[src/rtl/pic_cmd_pkg.sv]
package pic_cmd_pkg;

   // Initialization word sequencer steps
   typedef enum logic [1:0] {
      INIT_RUN  = 2'd0,
      INIT_BASE = 2'd1,
      INIT_SKIP = 2'd2,
      INIT_MODE = 2'd3
   } init_step_t;

   // Operation codes carried in data bits 7..5 of an address-0 command write
   typedef enum logic [2:0] {
      OP_ROT_OFF     = 3'd0,
      OP_EOI_TOP     = 3'd1,
      OP_NONE        = 3'd2,
      OP_EOI_IDX     = 3'd3,
      OP_ROT_ON      = 3'd4,
      OP_EOI_TOP_ROT = 3'd5,
      OP_SET_LOW     = 3'd6,
      OP_EOI_IDX_ROT = 3'd7
   } op_code_t;

   typedef struct packed {
      logic nest;
      logic auto_eoi;
      logic rot_auto;
      logic spec_mask;
      logic rd_isr;
      logic poll;
   } mode_t;

endpackage

[src/rtl/pic_isr_pick.sv]
module pic_isr_pick #(
   parameter int N  = 8,
   parameter int IW = $clog2(N)
) (
   input  logic [N-1:0]  isr,
   input  logic [IW-1:0] offset,
   output logic          found,
   output logic [IW-1:0] idx
);
   logic [N-1:0] rot;

   // rot[k] is the in-service bit that ranks k-th from the offset
   for (genvar g = 0; g < N; g++) begin : g_rot
      assign rot[g] = isr[offset + IW'(g)];
   end

   always_comb begin
      found = |rot;
      idx   = offset;
      for (int k = N - 1; k >= 0; k--) begin
         if (rot[k]) idx = offset + IW'(k);
      end
   end

   // a reported pick always names a set in-service bit
   always_comb begin
      if (found) a_r5_pick_is_set: assert (isr[idx]);
   end
endmodule

[src/rtl/pic_cfg_regs.sv]
module pic_cfg_regs
   import pic_cmd_pkg::*;
#(
   parameter int N  = 8,
   parameter int DW = 8,
   parameter int IW = $clog2(N)
) (
   input  logic           clk,
   input  logic           rst_n,
   input  logic           wr,
   input  logic           rd,
   input  logic           addr,
   input  logic [DW-1:0]  wdata,
   input  logic           pick_found,
   input  logic [IW-1:0]  pick_idx,
   output logic [N-1:0]   imr,
   output logic [DW-IW-1:0] base,
   output mode_t          mode,
   output logic [IW-1:0]  offset,
   output logic           init_hit,
   output logic [N-1:0]   eoi_clr
);
   init_step_t step;
   logic       need4;
   logic       cmd_a0, rw_cmd, op_cmd, cfg_wr;
   op_code_t   op;
   logic [IW-1:0] sel_idx;

   assign cmd_a0   = wr && !addr;
   assign init_hit = cmd_a0 && wdata[4];
   assign rw_cmd   = cmd_a0 && !wdata[4] && wdata[3];
   assign op_cmd   = cmd_a0 && !wdata[4] && !wdata[3];
   assign cfg_wr   = wr && addr;
   assign op       = op_code_t'(wdata[7:5]);
   assign sel_idx  = wdata[IW-1:0];

   always_comb begin
      eoi_clr = '0;
      if (op_cmd) begin
         case (op)
            OP_EOI_TOP, OP_EOI_TOP_ROT: if (pick_found) eoi_clr[pick_idx] = 1'b1;
            OP_EOI_IDX, OP_EOI_IDX_ROT: eoi_clr[sel_idx] = 1'b1;
            default: ;
         endcase
      end
   end

   always_ff @(posedge clk or negedge rst_n) begin
      if (!rst_n) begin
         step   <= INIT_RUN;
         need4  <= 1'b0;
         imr    <= '0;
         base   <= '0;
         mode   <= '0;
         offset <= '0;
      end else if (init_hit) begin
         step   <= INIT_BASE;
         need4  <= wdata[0];
         imr    <= '0;
         base   <= '0;
         mode   <= '0;
         offset <= '0;
      end else begin
         if (rd && mode.poll) mode.poll <= 1'b0;
         if (rw_cmd) begin
            if (wdata[2]) mode.poll      <= 1'b1;
            if (wdata[1]) mode.rd_isr    <= wdata[0];
            if (wdata[6]) mode.spec_mask <= wdata[5];
         end
         if (op_cmd) begin
            case (op)
               OP_ROT_OFF, OP_ROT_ON: mode.rot_auto <= wdata[7];
               OP_EOI_TOP_ROT: if (pick_found) offset <= pick_idx + IW'(1);
               OP_EOI_IDX_ROT, OP_SET_LOW: offset <= sel_idx + IW'(1);
               default: ;
            endcase
         end
         if (cfg_wr) begin
            case (step)
               INIT_RUN:  imr <= wdata[N-1:0];
               INIT_BASE: begin
                  base <= wdata[DW-1:IW];
                  step <= INIT_SKIP;
               end
               INIT_SKIP: step <= need4 ? INIT_MODE : INIT_RUN;
               INIT_MODE: begin
                  mode.nest     <= wdata[4];
                  mode.auto_eoi <= wdata[1];
                  step          <= INIT_RUN;
               end
               default: step <= INIT_RUN;
            endcase
         end
      end
   end

   a_r1_init_clears: assert property (@(posedge clk) disable iff (!rst_n)
      init_hit |=> (imr == '0 && base == '0 && offset == '0 && mode == '0));

   a_r2_base_load: assert property (@(posedge clk) disable iff (!rst_n)
      (cfg_wr && !init_hit && step == INIT_BASE)
      |=> (base == $past(wdata[DW-1:IW]) && step == INIT_SKIP));

   a_r3_mask_load: assert property (@(posedge clk) disable iff (!rst_n)
      (cfg_wr && step == INIT_RUN) |=> imr == $past(wdata[N-1:0]));

   a_r9_poll_ends: assert property (@(posedge clk) disable iff (!rst_n)
      (rd && mode.poll && !wr) |=> !mode.poll);
endmodule

[src/rtl/pic_rd_port.sv]
module pic_rd_port #(
   parameter int N  = 8,
   parameter int DW = 8,
   parameter int IW = $clog2(N)
) (
   input  logic          clk,
   input  logic          rst_n,
   input  logic          rd,
   input  logic          addr,
   input  logic          poll,
   input  logic          rd_isr,
   input  logic [N-1:0]  isr,
   input  logic [N-1:0]  irr,
   input  logic [N-1:0]  imr,
   input  logic          win_vld,
   input  logic [IW-1:0] win_idx,
   output logic [DW-1:0] rdata,
   output logic [N-1:0]  poll_clr
);
   localparam logic [DW-1:0] NO_WINNER = DW'(N - 1);

   always_comb begin
      poll_clr = '0;
      if (rd && poll && win_vld) poll_clr[win_idx] = 1'b1;
   end

   always_ff @(posedge clk or negedge rst_n) begin
      if (!rst_n) begin
         rdata <= '0;
      end else if (rd) begin
         if (poll)      rdata <= win_vld ? {{(DW-IW){1'b0}}, win_idx} : NO_WINNER;
         else if (addr) rdata <= DW'(imr);
         else           rdata <= DW'(rd_isr ? isr : irr);
      end
   end

   a_r8_mask_read: assert property (@(posedge clk) disable iff (!rst_n)
      (rd && addr && !poll) |=> rdata == DW'($past(imr)));

   a_r9_poll_empty: assert property (@(posedge clk) disable iff (!rst_n)
      (rd && poll && !win_vld) |=> rdata == NO_WINNER);
endmodule

[src/rtl/pic_cmd_decoder.sv]
module pic_cmd_decoder
   import pic_cmd_pkg::*;
#(
   parameter int N_IN     = 8,
   parameter int DW       = 8,
   parameter bit IS_SLAVE = 1'b0,
   parameter logic [7:0] PRIMARY_KEEP   = 8'hF8,
   parameter logic [7:0] SECONDARY_KEEP = 8'hDE,
   localparam int IW = $clog2(N_IN)
) (
   input  logic          clk,
   input  logic          rst_n,
   input  logic          addr,
   input  logic [DW-1:0] wdata,
   input  logic          wr,
   input  logic          rd,
   input  logic          trig_wr,
   input  logic [N_IN-1:0] irr,
   input  logic [N_IN-1:0] isr,
   input  logic          win_vld,
   input  logic [IW-1:0] win_idx,
   output logic [N_IN-1:0] imr,
   output logic [DW-IW-1:0] vec_base,
   output logic          nest_mode,
   output logic          auto_eoi,
   output logic          rot_auto_eoi,
   output logic          spec_mask,
   output logic [IW-1:0] prio_offset,
   output logic [N_IN-1:0] isr_clr,
   output logic [N_IN-1:0] irr_clr,
   output logic [DW-1:0] trig_mode,
   output logic [DW-1:0] rdata
);
   if (N_IN != DW) begin : g_bad_width
      $error("pic_cmd_decoder: N_IN must equal DW");
   end
   if (N_IN != 8) begin : g_bad_count
      $error("pic_cmd_decoder: command fields assume eight inputs");
   end

   logic [DW-1:0] trig_keep;
   if (IS_SLAVE) begin : g_keep_secondary
      assign trig_keep = DW'(SECONDARY_KEEP);
   end else begin : g_keep_primary
      assign trig_keep = DW'(PRIMARY_KEEP);
   end

   mode_t           mode;
   logic            pick_found, init_hit;
   logic [IW-1:0]   pick_idx;
   logic [N_IN-1:0] eoi_clr, poll_clr;

   pic_isr_pick #(.N(N_IN)) u_pick (
      .isr    (isr),
      .offset (prio_offset),
      .found  (pick_found),
      .idx    (pick_idx)
   );

   pic_cfg_regs #(.N(N_IN), .DW(DW)) u_cfg (
      .clk        (clk),
      .rst_n      (rst_n),
      .wr         (wr),
      .rd         (rd),
      .addr       (addr),
      .wdata      (wdata),
      .pick_found (pick_found),
      .pick_idx   (pick_idx),
      .imr        (imr),
      .base       (vec_base),
      .mode       (mode),
      .offset     (prio_offset),
      .init_hit   (init_hit),
      .eoi_clr    (eoi_clr)
   );

   pic_rd_port #(.N(N_IN), .DW(DW)) u_rd (
      .clk      (clk),
      .rst_n    (rst_n),
      .rd       (rd),
      .addr     (addr),
      .poll     (mode.poll),
      .rd_isr   (mode.rd_isr),
      .isr      (isr),
      .irr      (irr),
      .imr      (imr),
      .win_vld  (win_vld),
      .win_idx  (win_idx),
      .rdata    (rdata),
      .poll_clr (poll_clr)
   );

   assign nest_mode    = mode.nest;
   assign auto_eoi     = mode.auto_eoi;
   assign rot_auto_eoi = mode.rot_auto;
   assign spec_mask    = mode.spec_mask;

   always_ff @(posedge clk or negedge rst_n) begin
      if (!rst_n) begin
         isr_clr   <= '0;
         irr_clr   <= '0;
         trig_mode <= '0;
      end else begin
         isr_clr <= init_hit ? '1 : (eoi_clr | poll_clr);
         irr_clr <= init_hit ? '1 : poll_clr;
         if (trig_wr) trig_mode <= wdata & trig_keep;
      end
   end

   a_r10_trig_masked: assert property (@(posedge clk) disable iff (!rst_n)
      trig_wr |=> trig_mode == ($past(wdata) & trig_keep));

   a_r5_single_clear: assert property (@(posedge clk) disable iff (!rst_n)
      (wr && !rd && !(!addr && wdata[4])) |=> $onehot0(isr_clr));

   a_r1_init_pulse: assert property (@(posedge clk) disable iff (!rst_n)
      (wr && !addr && wdata[4]) |=> (isr_clr == '1 && irr_clr == '1));
endmodule

[config.mk]
export PLATFORM = sky130hd
export DESIGN_NAME = pic_cmd_decoder
export DESIGN_NICKNAME = d
export VERILOG_FILES = /design/src/rtl/pic_cmd_pkg.sv /design/src/rtl/pic_isr_pick.sv /design/src/rtl/pic_cfg_regs.sv /design/src/rtl/pic_rd_port.sv /design/src/rtl/pic_cmd_decoder.sv
export SDC_FILE = /design/constraint.sdc
export NUM_CORES = 1
export LEC_CHECK = 0
export BUFFER_PORTS_ARGS = -buffer_cell sky130_fd_sc_hd__buf_2
export CORE_UTILIZATION = 43
export DETAILED_ROUTE_END_ITERATION = 10
export PLACE_DENSITY_LB_ADDON = 0.08
export SETUP_SLACK_MARGIN = 0.1
export SKIP_LAST_GASP = 1
export SYNTH_ARGS = -nofsm -noshare
export SYNTH_HDL_FRONTEND = slang
export SYNTH_HIERARCHICAL = 1
export SYNTH_SLANG_ARGS = --single-unit
[constraint.sdc]
create_clock -name clk -period 3.15 [get_ports clk]
set_input_delay 0.1575 -clock clk [delete_from_list [all_inputs] [get_ports clk]]
set_output_delay 0.1575 -clock clk [all_outputs]
set_load 0.05 [all_outputs]
Yosys cells after proc, flatten, opt, wreduce, memory -nomap -nowiden
Index checks and enable logic that the tools add are counted.
- register bits after elaboration: 54
- bits in latches: 0
- memory bits (writable): 0
- bits in read-only memories: 0
- input port bits: 34
- output and inout bits: 52
- logic and storage cells: 153
- memories kept: 0
- add/subtract/negate cells: 9
- $mul: 0
- divide/modulo/power cells: 0
- $lt $le $gt $ge: 14
- equality and inequality tests: 10
- shifts and indexed selects: 0
- multiplexer cells: 64
- bitwise gates (word level): 1
- reductions and logical operators: 40
- operators by type and width (operator ; count):
    8-bit 2-to-1 mux ; 11
    3-bit by 4-bit less-than comparator with 1-bit output (second input constant) ; 11
    3-bit 2-to-1 mux ; 13
    1-bit binary-select mux with 3-bit select ; 8
    2-bit nonzero test ; 9
    1-bit 2-to-1 mux ; 17
    8-bit case mux with 2 select lines ; 1
    5-bit 2-to-1 mux ; 3
    2-bit AND reduction ; 7
    3-bit adder (second input constant) ; 4
    3-bit equality test (second input constant) ; 4
    1-bit logical AND ; 11
    2-bit 2-to-1 mux ; 5
    3-bit by 1-bit adder with 3-bit output (second input constant) ; 3
    1-bit demux with 3-bit select ; 3
    3-bit by 1-bit greater-or-equal comparator with 1-bit output (second input constant) ; 3
    8-bit OR ; 1
    2-bit OR reduction ; 4
    8-bit OR reduction ; 1
    3-bit by 2-bit adder with 3-bit output (second input constant) ; 2
    6-bit 2-to-1 mux ; 1
    2-bit case mux with 3 select lines ; 1
    3-bit case mux with 2 select lines ; 1
    2-bit equality test (second input constant) ; 2
    other kinds (10) ; 12

Logic depth before layout (Yosys ltp)
Gate-level depths: netlist of the first run.
- word-level depth: 20
- gate-level depth with buffers: 16
- mapped depth without buffers: 13

Modules after synthesis
The synthesis of the first run kept the hierarchy.
- by module, submodules not included (module ; instances ; cells an instance ; area an instance (µm²) ; seq. area each (µm²)):
    pic_cfg_regs ; 1 ; 161 ; 1482.7 ; 625.6
    pic_isr_pick ; 1 ; 102 ; 890.9 ; 0.0
    pic_cmd_decoder ; 1 ; 47 ; 726.9 ; 525.5
    pic_rd_port ; 1 ; 70 ; 614.3 ; 200.2

Worst setup path after synthesis of the first run
OpenSTA, ideal clock, no wires.
- kind: reg2reg
- start point: reg u_cfg.offset[0]
- end point: reg isr_clr[5]
- setup time: 0.136 ns
- arrival: 3.597 ns
- required time: 3.014 ns
- path slack: -0.583 ns
- cell stages (with the launch flop): 14
- path buffers: 2
- period minus slack after synthesis: 3.733 ns
- cell sequence: dfrtp_1 buf_2 inv_2 ha_1 clkbuf_1 mux4_2 and2_1 o311a_1 o21ai_1 o21ai_1 nor2b_1 a22oi_1 nor2_1 or3_2
- word-level cells in the longest chain between the ends: 20
- elaborated cells on any way between the ends: 42
- those cells by class: 7 x add/sub; 2 x order compare; 30 x mux; 1 x bitwise; 2 x reduce/logical
- RTL lines (what ; line ; source):
    start, declared ; pic_cfg_regs.sv:19 ; output logic [IW-1:0] offset,
    start signal, assigned ; pic_cfg_regs.sv:73 ; OP_EOI_TOP_ROT: if (pick_found) offset <= pick_idx + IW'(1);
    start signal, assigned ; pic_cfg_regs.sv:74 ; OP_EOI_IDX_ROT, OP_SET_LOW: offset <= sel_idx + IW'(1);
    3-bit adder ; pic_isr_pick.sv:14, pic_isr_pick.sv:21 ;
    1-bit binary-select mux with 3-bit select ; pic_isr_pick.sv:14 ; assign rot[g] = isr[offset + IW'(g)];
    1-bit 2-to-1 mux (not written as such) ; pic_isr_pick.sv:14 ;
    3-bit 2-to-1 mux (7 in a row) ; pic_isr_pick.sv:21 ; if (rot[k]) idx = offset + IW'(k);
    3-bit 2-to-1 mux (*) ; pic_isr_pick.sv:21 ;
    net pick_idx[2] ; pic_cmd_decoder.sv:50 ; logic [IW-1:0] pick_idx;
    3-bit by 4-bit less-than comparator with 1-bit output (not written as such) or 3-bit by 1-bit greater-or-equal comparator with 1-bit output (tied branches) ; pic_cfg_regs.sv:41 ; OP_EOI_TOP, OP_EOI_TOP_ROT: if (pick_found) eoi_clr[pick_idx] = 1'b1;
    1-bit logical AND (not written as such) ; pic_cfg_regs.sv:41 ;
    1-bit 2-to-1 mux (not written as such) ; pic_cfg_regs.sv:41 ;
    1-bit demux with 3-bit select (*) ; -- ;
    8-bit 2-to-1 mux (*) ; pic_cfg_regs.sv:41 ;
    8-bit case mux with 2 select lines (*) ; pic_cfg_regs.sv:40 ; case (op)
    8-bit 2-to-1 mux (*) ; pic_cfg_regs.sv:39 ; if (op_cmd) begin
    net eoi_clr[5] ; pic_cmd_decoder.sv:51 ; logic [N_IN-1:0] eoi_clr, poll_clr;
    8-bit OR (*) ; pic_cmd_decoder.sv:104 ; isr_clr <= init_hit ? '1 : (eoi_clr | poll_clr);
    8-bit 2-to-1 mux (*) ; pic_cmd_decoder.sv:104 ;
    end signal, assigned ; pic_cmd_decoder.sv:104 ;
    end, declared ; pic_cmd_decoder.sv:29 ; output logic [N_IN-1:0] isr_clr,
The timed path passes the listed nets; every way through them passes the cells marked *. The select of a mux whose other input is x is not followed.
A chain may end at the register's enable or synchronous reset.

Final worst setup path of the first run
- start point: reg u_cfg.offset[1]
- end point: reg isr_clr[5]
- word-level cells in the longest chain between the ends: 20
- elaborated cells on any way between the ends: 42
- those cells by class: 7 x add/sub; 2 x order compare; 30 x mux; 1 x bitwise; 2 x reduce/logical
- RTL lines (what ; line):
    3-bit adder ; pic_isr_pick.sv:14
    1-bit binary-select mux with 3-bit select ; pic_isr_pick.sv:14
    1-bit 2-to-1 mux (not written as such) ; pic_isr_pick.sv:14
    3-bit 2-to-1 mux (7 in a row) ; pic_isr_pick.sv:21
    3-bit 2-to-1 mux (*) ; pic_isr_pick.sv:21
    net pick_idx[0] ; pic_cmd_decoder.sv:50
    3-bit by 4-bit less-than comparator with 1-bit output (not written as such) or 3-bit by 1-bit greater-or-equal comparator with 1-bit output (tied branches) ; pic_cfg_regs.sv:41
    1-bit logical AND (not written as such) ; pic_cfg_regs.sv:41
    1-bit 2-to-1 mux (not written as such) ; pic_cfg_regs.sv:41
    1-bit demux with 3-bit select (*) ; --
    8-bit 2-to-1 mux (*) ; pic_cfg_regs.sv:41
    8-bit case mux with 2 select lines (*) ; pic_cfg_regs.sv:40
    8-bit 2-to-1 mux (*) ; pic_cfg_regs.sv:39
    net eoi_clr[5] ; pic_cmd_decoder.sv:51
    8-bit OR (*) ; pic_cmd_decoder.sv:104
    8-bit 2-to-1 mux (*) ; pic_cmd_decoder.sv:104
Marks and branches as above.

==> out/qor.csv, run 1 <==
metric,value,unit
p_leak,2.16,nW
netlist_area,3710,µm²
yosysTopAreaCell,dfrtp_1,
status,"complete, no violations",
regToRegSetupSlack,0.13,ns
finalInstanceArea,4550,µm²
worstHoldPathCells,3,
antenna_found_initial,0,
routed_wl,10.1,mm
cpPeakStageDelay,0.45,ns
wl_per_cell,17.7,µm
synth_seq_area_share,36.4,%
core,8300,µm²
endpoint_kind,register,
rr_endpoint,isr_clr[5],
worst_pin_slew,0.749,ns
avgSynthCellArea,9.78,µm²
skew,0.00872,ns
layout_setup_ws,0.129,ns
setup_tns,0,ns
crit_family,simple AND/OR/NAND/NOR gates,
placed_cell_area,4220,µm²
crit_buf_inv,1,
final_core_util,54.8,%
drc_errors,0,
cts-root-buf,clkbuf_8,
n_antenna_cell,0,
syn_inst,380,
crit_fanout,7,
dp_hpwl,7.39,mm
crit_arrival,3.22,ns
hp-class,primary input to register,
clk_latency,0.32,ns
max-slew-margin-rel,50.0,%
die_h,94.9,µm
grt_pass1_vias,3104,
gp_congestion,0.853,
cp_cell_sequence,clkinv_4 -> ha_4 -> mux4_2 -> mux2i_4 -> nand2b_4 -> a31oi_1 -> o21ai_1 -> xnor2_2 -> and4b_2 -> a22oi_2 -> nor2_1 -> or3_4,
overflow,0,
holdPathEnd,u_cfg/need4,
via_per_inst,5.77,
crit_type,register to register,
async_flop_share,100,%
power,3.18,mW
yosys_most_used_dff,dfrtp_1,
period_needed,3.02,ns
hold_violations,0,
ir_drop,295,µV
ys_warn_count,6,
drtAntennaViolNets,0,
critical_path_required,3.35,ns
start_util,44.8,%
drv_cap,0,
ctsHtreeMaxLevel,2,
nets,508,
multi_input_area,2260,µm²
yosys.cell_types.count,65,
crit_slowest_cell,dfrtp_2,
cts_tree,done,
synth_seq_cells,54,
die-area,9010,µm²
pre_cts_slack,0.0730,ns
drtPass1Iterations,4,
ios,86,
cts_buffers,5,
regArea,1360,µm²
clk_pin_slew,0.11,ns
grt_max_degree,33,
die_w,94.9,µm
timing.final.max_slew_violations,0,
grt_usage,23.4,%
drive_gt1_share,37.6,%
r2r.worst_path.cells,12,
clk_path_buf_depth,2,
netlist.area_leader.share,36.4,%
fill_cells,781,
power_density,698,nW/µm²
clock_sinks,54,
portBuffers,82,
timing.final.crit_share,95.9,%
area_delta_synth_final,22.5,%
grt_pass1_wl,16.3,mm
worstHoldStart,wdata[0],
rsz0062_at_grt,yes,
synth_edf_count,0,
fmax,331,MHz
worstSetupStartpointType,register,
synthTopCellsByArea,"dfrtp_1 36%, mux2i_1 5.4%, mux4_2 4.9%, nor2_1 3.3%, mux2_2 3.3%",
rr_startpoint,u_cfg/offset[1],
rows,33,
setup_viol,0,
drt_iter0_markers,200,
via_count,3308,
## layer usage
metal / track usage (%) / share of wire (%) / vias to the layer above / wire length, µm
li1: - / - / 1556 / -
met1: 34.8 / 47 / 1631 / 4760
met2: 35.7 / 47 / 113 / 4810
met3: 2.98 / 4.7 / 8 / 478
met4: 6.19 / 0.88 / 0 / 89
met5: 0 / 0 / - / 0
## layout make-up
cell class | count | share of cell area [%]
clock buffers | 5 | 1.51
clock inverters | 3 | 1.07
inverters | 29 | 2.50
multi-input cells | 275 | 49.6
flip-flops and latches | 54 | 29.8
well taps | 105 | 2.89
repair buffers | 102 | 12.6
## flip-flops by register name, summed over array words and instances (netlist names)
| register | flops |
|---|---|
| irr_clr | 8 |
| isr_clr | 8 |
| u_cfg/imr | 8 |
| u_rd/rdata | 8 |
| u_cfg/mode | 6 |
| trig_mode | 5 |
| u_cfg/base | 5 |
| u_cfg/offset | 3 |
| u_cfg/step | 2 |
| u_cfg/need4 | 1 |
## kinds of logic after synthesis
kind of cell               count (synthesis)  share of synthesized area [%]
adders and majority gates                  7                           2.36
buffers and inverters                     53                           7.04
and+or+nand+nor                          133                           19.6
xor gates and xnor gates                   4                          0.943
AOI/OAI and AO/OA                         81                           15.6
DFF                                       54                           36.4
other                                      1                          0.101
muxes                                     47                           17.9
## repair_timing
item	in CTS	in global routing
setup buffers	2	7
pin swaps	0	18
hold buffers	1	0
cloned	0	0
endpoints found under the hold margin	31	0
gates resized for setup	2	29
setup endpoints to repair	8	10
## how the worst max path moves through the flow
stage               startpoint         end  depth (start not counted)
3_5_place_dp   u_cfg/offset[1]  isr_clr[6]                         12
5_1_grt        u_cfg/offset[1]  isr_clr[2]                         12
6_report       u_cfg/offset[1]  isr_clr[5]                         12
4_1_cts        u_cfg/offset[1]  isr_clr[3]                         12
2_1_floorplan  u_cfg/offset[1]  isr_clr[6]                         15
3_3_place_gp   u_cfg/offset[1]  isr_clr[6]                         12
## layout by cell type (no fill, tap or decap), types with 4 or more instances in the layout
master / n
a211oi_1: 6
a21oi_1: 12
a22o_1: 10
a22oi_1: 5
buf_2: 82
buf_4: 16
clkbuf_8: 5
dfrtp_1: 51
ha_1: 5
inv_1: 27
mux2_2: 11
mux2i_1: 17
mux4_2: 9
nand2_1: 22
nand2b_1: 4
nand3_1: 11
nand4_1: 6
nor2_1: 32
nor2b_1: 11
nor3_1: 4
o21ai_0: 10
o21ai_1: 4
o32ai_1: 6
or2_2: 8
or3_1: 5
or3_4: 4
## power breakdown
part           internal [mW]  switching, mW  leakage [nW]
clock network          0.243          0.250        0.0563
logic                  0.630           1.09          1.42
registers              0.835          0.129         0.690
total                   1.71           1.47          2.16
## through the flow
step | hold WS (ns) | std cells
final | 0.114 | 573
after detailed placement | 0.249 | 555
after CTS | 0.110 | 566
after floorplan | -0.138 | 382
after global placement | 0.251 | 555
after global routing | 0.130 | 573
## synth_stat cells, types with 5 or more instances
| cell | instances |
|---|---|
| dfrtp_1 | 54 |
| nor2_1 | 33 |
| inv_1 | 28 |
| nand2_1 | 23 |
| mux2i_1 | 20 |
| a21oi_1 | 12 |
| nand3_1 | 12 |
| nor2b_1 | 12 |
| mux2_2 | 11 |
| o21ai_0 | 11 |
| a22o_1 | 10 |
| a22oi_1 | 8 |
| buf_2 | 8 |
| mux4_2 | 8 |
| or2_2 | 8 |
| a211oi_1 | 7 |
| clkbuf_1 | 7 |
| ha_1 | 7 |
| nand4_1 | 6 |
| o32ai_1 | 6 |
| nand2b_1 | 5 |
| nor3_1 | 5 |
| or3_1 | 5 |
## worst register-to-register path: stages (launching register included)
cell      delay, ns
dfrtp_2        0.45
clkinv_4       0.08
ha_4           0.31
mux4_2         0.42
mux2i_4        0.22
nand2b_4       0.15
a31oi_1        0.08
o21ai_1        0.23
xnor2_2        0.14
and4b_2        0.29
a22oi_2        0.16
nor2_1         0.07
or3_4          0.32
Power figures use the tool's default switching activity.
==> run 2: changes to the inputs <==
--- a/config.mk
+++ b/config.mk
@@ -6,8 +6,10 @@
 export NUM_CORES = 1
 export LEC_CHECK = 0
 export BUFFER_PORTS_ARGS = -buffer_cell sky130_fd_sc_hd__buf_2
+export CAP_MARGIN = 30
 export CORE_UTILIZATION = 43
 export DETAILED_ROUTE_END_ITERATION = 10
+export GPL_TIMING_DRIVEN = 0
 export PLACE_DENSITY_LB_ADDON = 0.08
 export SETUP_SLACK_MARGIN = 0.1
 export SKIP_LAST_GASP = 1
==> constraint.sdc (replaced) <==
create_clock -name clk -period 3.6 [get_ports clk]
set_input_delay 0.18 -clock clk [delete_from_list [all_inputs] [get_ports clk]]
set_output_delay 0.18 -clock clk [all_outputs]
set_load 0.05 [all_outputs]
==> run 2 against run 1 <==
Global-route usage decreased by 1.7 points; via count grew 1.1%; combinational power decreased by 15%; final area is 0.74% higher; sequential power down 15%; flip-flop and latch count stayed put; clock skew shrank 0.0034 ns; sequential share of layout area down 0.25 points; critical path depth increased by 2; largest cell class unchanged.
==> out/qor.csv, run 2 (synthesized netlist as in run 1, its figures left out) <==
metric,value,unit,change
die_h,94.9,µm,unchanged
drive_gt1_share,35.2,%,-2.4 points
hp-class,primary input to register,,
portBuffers,82,,unchanged
clk_path_buf_depth,2,,unchanged
cpPeakStageDelay,0.45,ns,about the same
crit_arrival,3.57,ns,+0.35 ns
crit_type,register to register,,
antenna_found_initial,0,,unchanged
cts_buffers,5,,unchanged
gp_congestion,0.908,,+6.4%
clock_sinks,54,,unchanged
finalNonFillerCells,591,,+3.1%
die_w,94.9,µm,unchanged
ctsHtreeMaxLevel,2,,unchanged
post-place-cells,570,,+2.7%
fmax,296,MHz,-11%
rr_startpoint,u_cfg/offset[0],,
start_util,44.8,%,unchanged
dp_hpwl,7.20,mm,-2.5%
drtAntennaViolNets,0,,unchanged
worstHoldStart,wdata[5],,
core,8300,µm²,unchanged
setup_viol,0,,unchanged
drtPass1Iterations,4,,unchanged
rows,33,,unchanged
via_per_inst,5.66,,-2.0%
r2r.worst_path.cells,14,,+2
power_density,591,nW/µm²,-15%
routed_wl,9.54,mm,-5.8%
die-area,9010,µm²,unchanged
rr_endpoint,isr_clr[5],,
period_needed,3.38,ns,+0.356 ns
clk_pin_slew,0.10,ns,about the same
grt_usage,21.8,%,-1.7 points
crit_family,simple AND/OR/NAND/NOR gates,,
critical_path_required,3.79,ns,+0.44 ns
timing.final.max_slew_violations,0,,unchanged
via_count,3343,,+1.1%
cts-root-buf,clkbuf_8,,
grt_pass1_vias,3080,,-0.77%
drt_iter0_markers,121,,-40%
final_core_util,55.2,%,+0.41 points
status,"complete, no violations",,
mostFrequentLayoutCell,buf_2,,
wl_per_cell,16.1,µm,-8.7%
crit_slowest_cell,dfrtp_2,,
clk_latency,0.31,ns,about the same
n_antenna_cell,0,,unchanged
cp_cell_sequence,buf_8 -> inv_4 -> ha_1 -> buf_6 -> mux4_2 -> mux2i_4 -> nand2b_1 -> a31oi_1 -> o21ai_1 -> xnor2_2 -> and4b_2 -> a22oi_2 -> nor2_1 -> or3_2,,
holdPathEnd,trig_mode[5],,
drc_errors,0,,unchanged
drv_cap,0,,unchanged
rsz0062_at_grt,no,,
cts_tree,done,,
worstSetupStartpointType,register,,
timing.final.crit_share,93.8,%,-2.1 points
skew,0.00534,ns,-0.00338 ns
overflow,0,,unchanged
ir_drop,402,µV,+36%
endpoint_kind,register,,
regToRegSetupSlack,0.22,ns,+0.09 ns
crit_fanout,8,,+1
worstHoldPathCells,2,,-1
area_delta_synth_final,23.4,%,
final_cell_mix,"89 x buf_2, 52 x dfrtp_1, 32 x nor2_1",,
hold_violations,0,,unchanged
crit_buf_inv,3,,+2
nets,526,,+3.5%
ios,86,,unchanged
grt_max_degree,36,,+9.1%
grt_pass1_wl,15.2,mm,-7.2%
p_leak,2.22,nW,+2.6%
hold_slack,0.111,ns,-0.00352 ns
[run 2: worst max-delay path by stage]
stage,slack (ns),cells after the start,start,end
floorplan,0.19,14,u_cfg/offset[1],isr_clr[5]
global placement,-0.06,15,u_cfg/offset[1],isr_clr[5]
detailed placement,-0.10,15,u_cfg/offset[1],isr_clr[5]
CTS,0.12,13,u_cfg/offset[0],isr_clr[5]
global route,0.11,15,u_cfg/offset[1],isr_clr[5]
finish,0.22,14,u_cfg/offset[0],isr_clr[5]
[run 2: metrics by stage]
step	TNS, ns	setup slack (ns)	total power, mW	instance area [µm²]
2_1_floorplan	0	0.189	1.87	3730
3_3_place_gp	-0.104	-0.0628	2.18	4270
3_5_place_dp	-0.292	-0.101	2.20	4290
4_1_cts	0	0.120	2.64	4470
5_1_grt	0	0.110	2.87	4580
6_report	0	0.223	2.71	4580
[run 2: layer usage]
metal / vias up / GRT usage, % / wire length [µm]
li1: 1590 / - / -
met1: 1648 / 29.6 / 4390
met2: 93 / 36.0 / 4640
met3: 12 / 3.86 / 409
met4: 0 / 5.05 / 102
met5: - / 0 / 0
[run 2: layout make-up]
type | instances | area [µm²]
Inverter | 29 | 115
Sequential cell | 54 | 1350
Buffer | 24 | 175
Timing Repair Buffer | 96 | 531
Tap cell | 105 | 131
Fill cell | 803 | 3710
Clock buffer | 6 | 72.6
Multi-Input combinational cell | 275 | 2170
Clock inverter | 2 | 37.5
[run 2: what timing repair did]
item | in CTS | in global routing
gates resized for setup | 8 | 12
setup endpoints to repair | 9 | 9
hold buffers | 1 | 0
setup buffers | 3 | 9
pin swaps | 1 | 5
hold endpoints to repair | 19 | 0
[run 2: worst register-to-register path: stages, from the launching register on]
cell	delay (ns)
dfrtp_2	0.45
buf_8	0.16
inv_4	0.12
ha_1	0.25
buf_6	0.14
mux4_2	0.39
mux2i_4	0.20
nand2b_1	0.13
a31oi_1	0.09
o21ai_1	0.27
xnor2_2	0.15
and4b_2	0.27
a22oi_2	0.15
nor2_1	0.05
or3_2	0.44
[run 2: power by group]
part           internal (mW)  switching [mW]
Sequential             0.731          0.0917
Combinational          0.532           0.941
Clock                  0.208           0.206
Total                   1.47            1.24
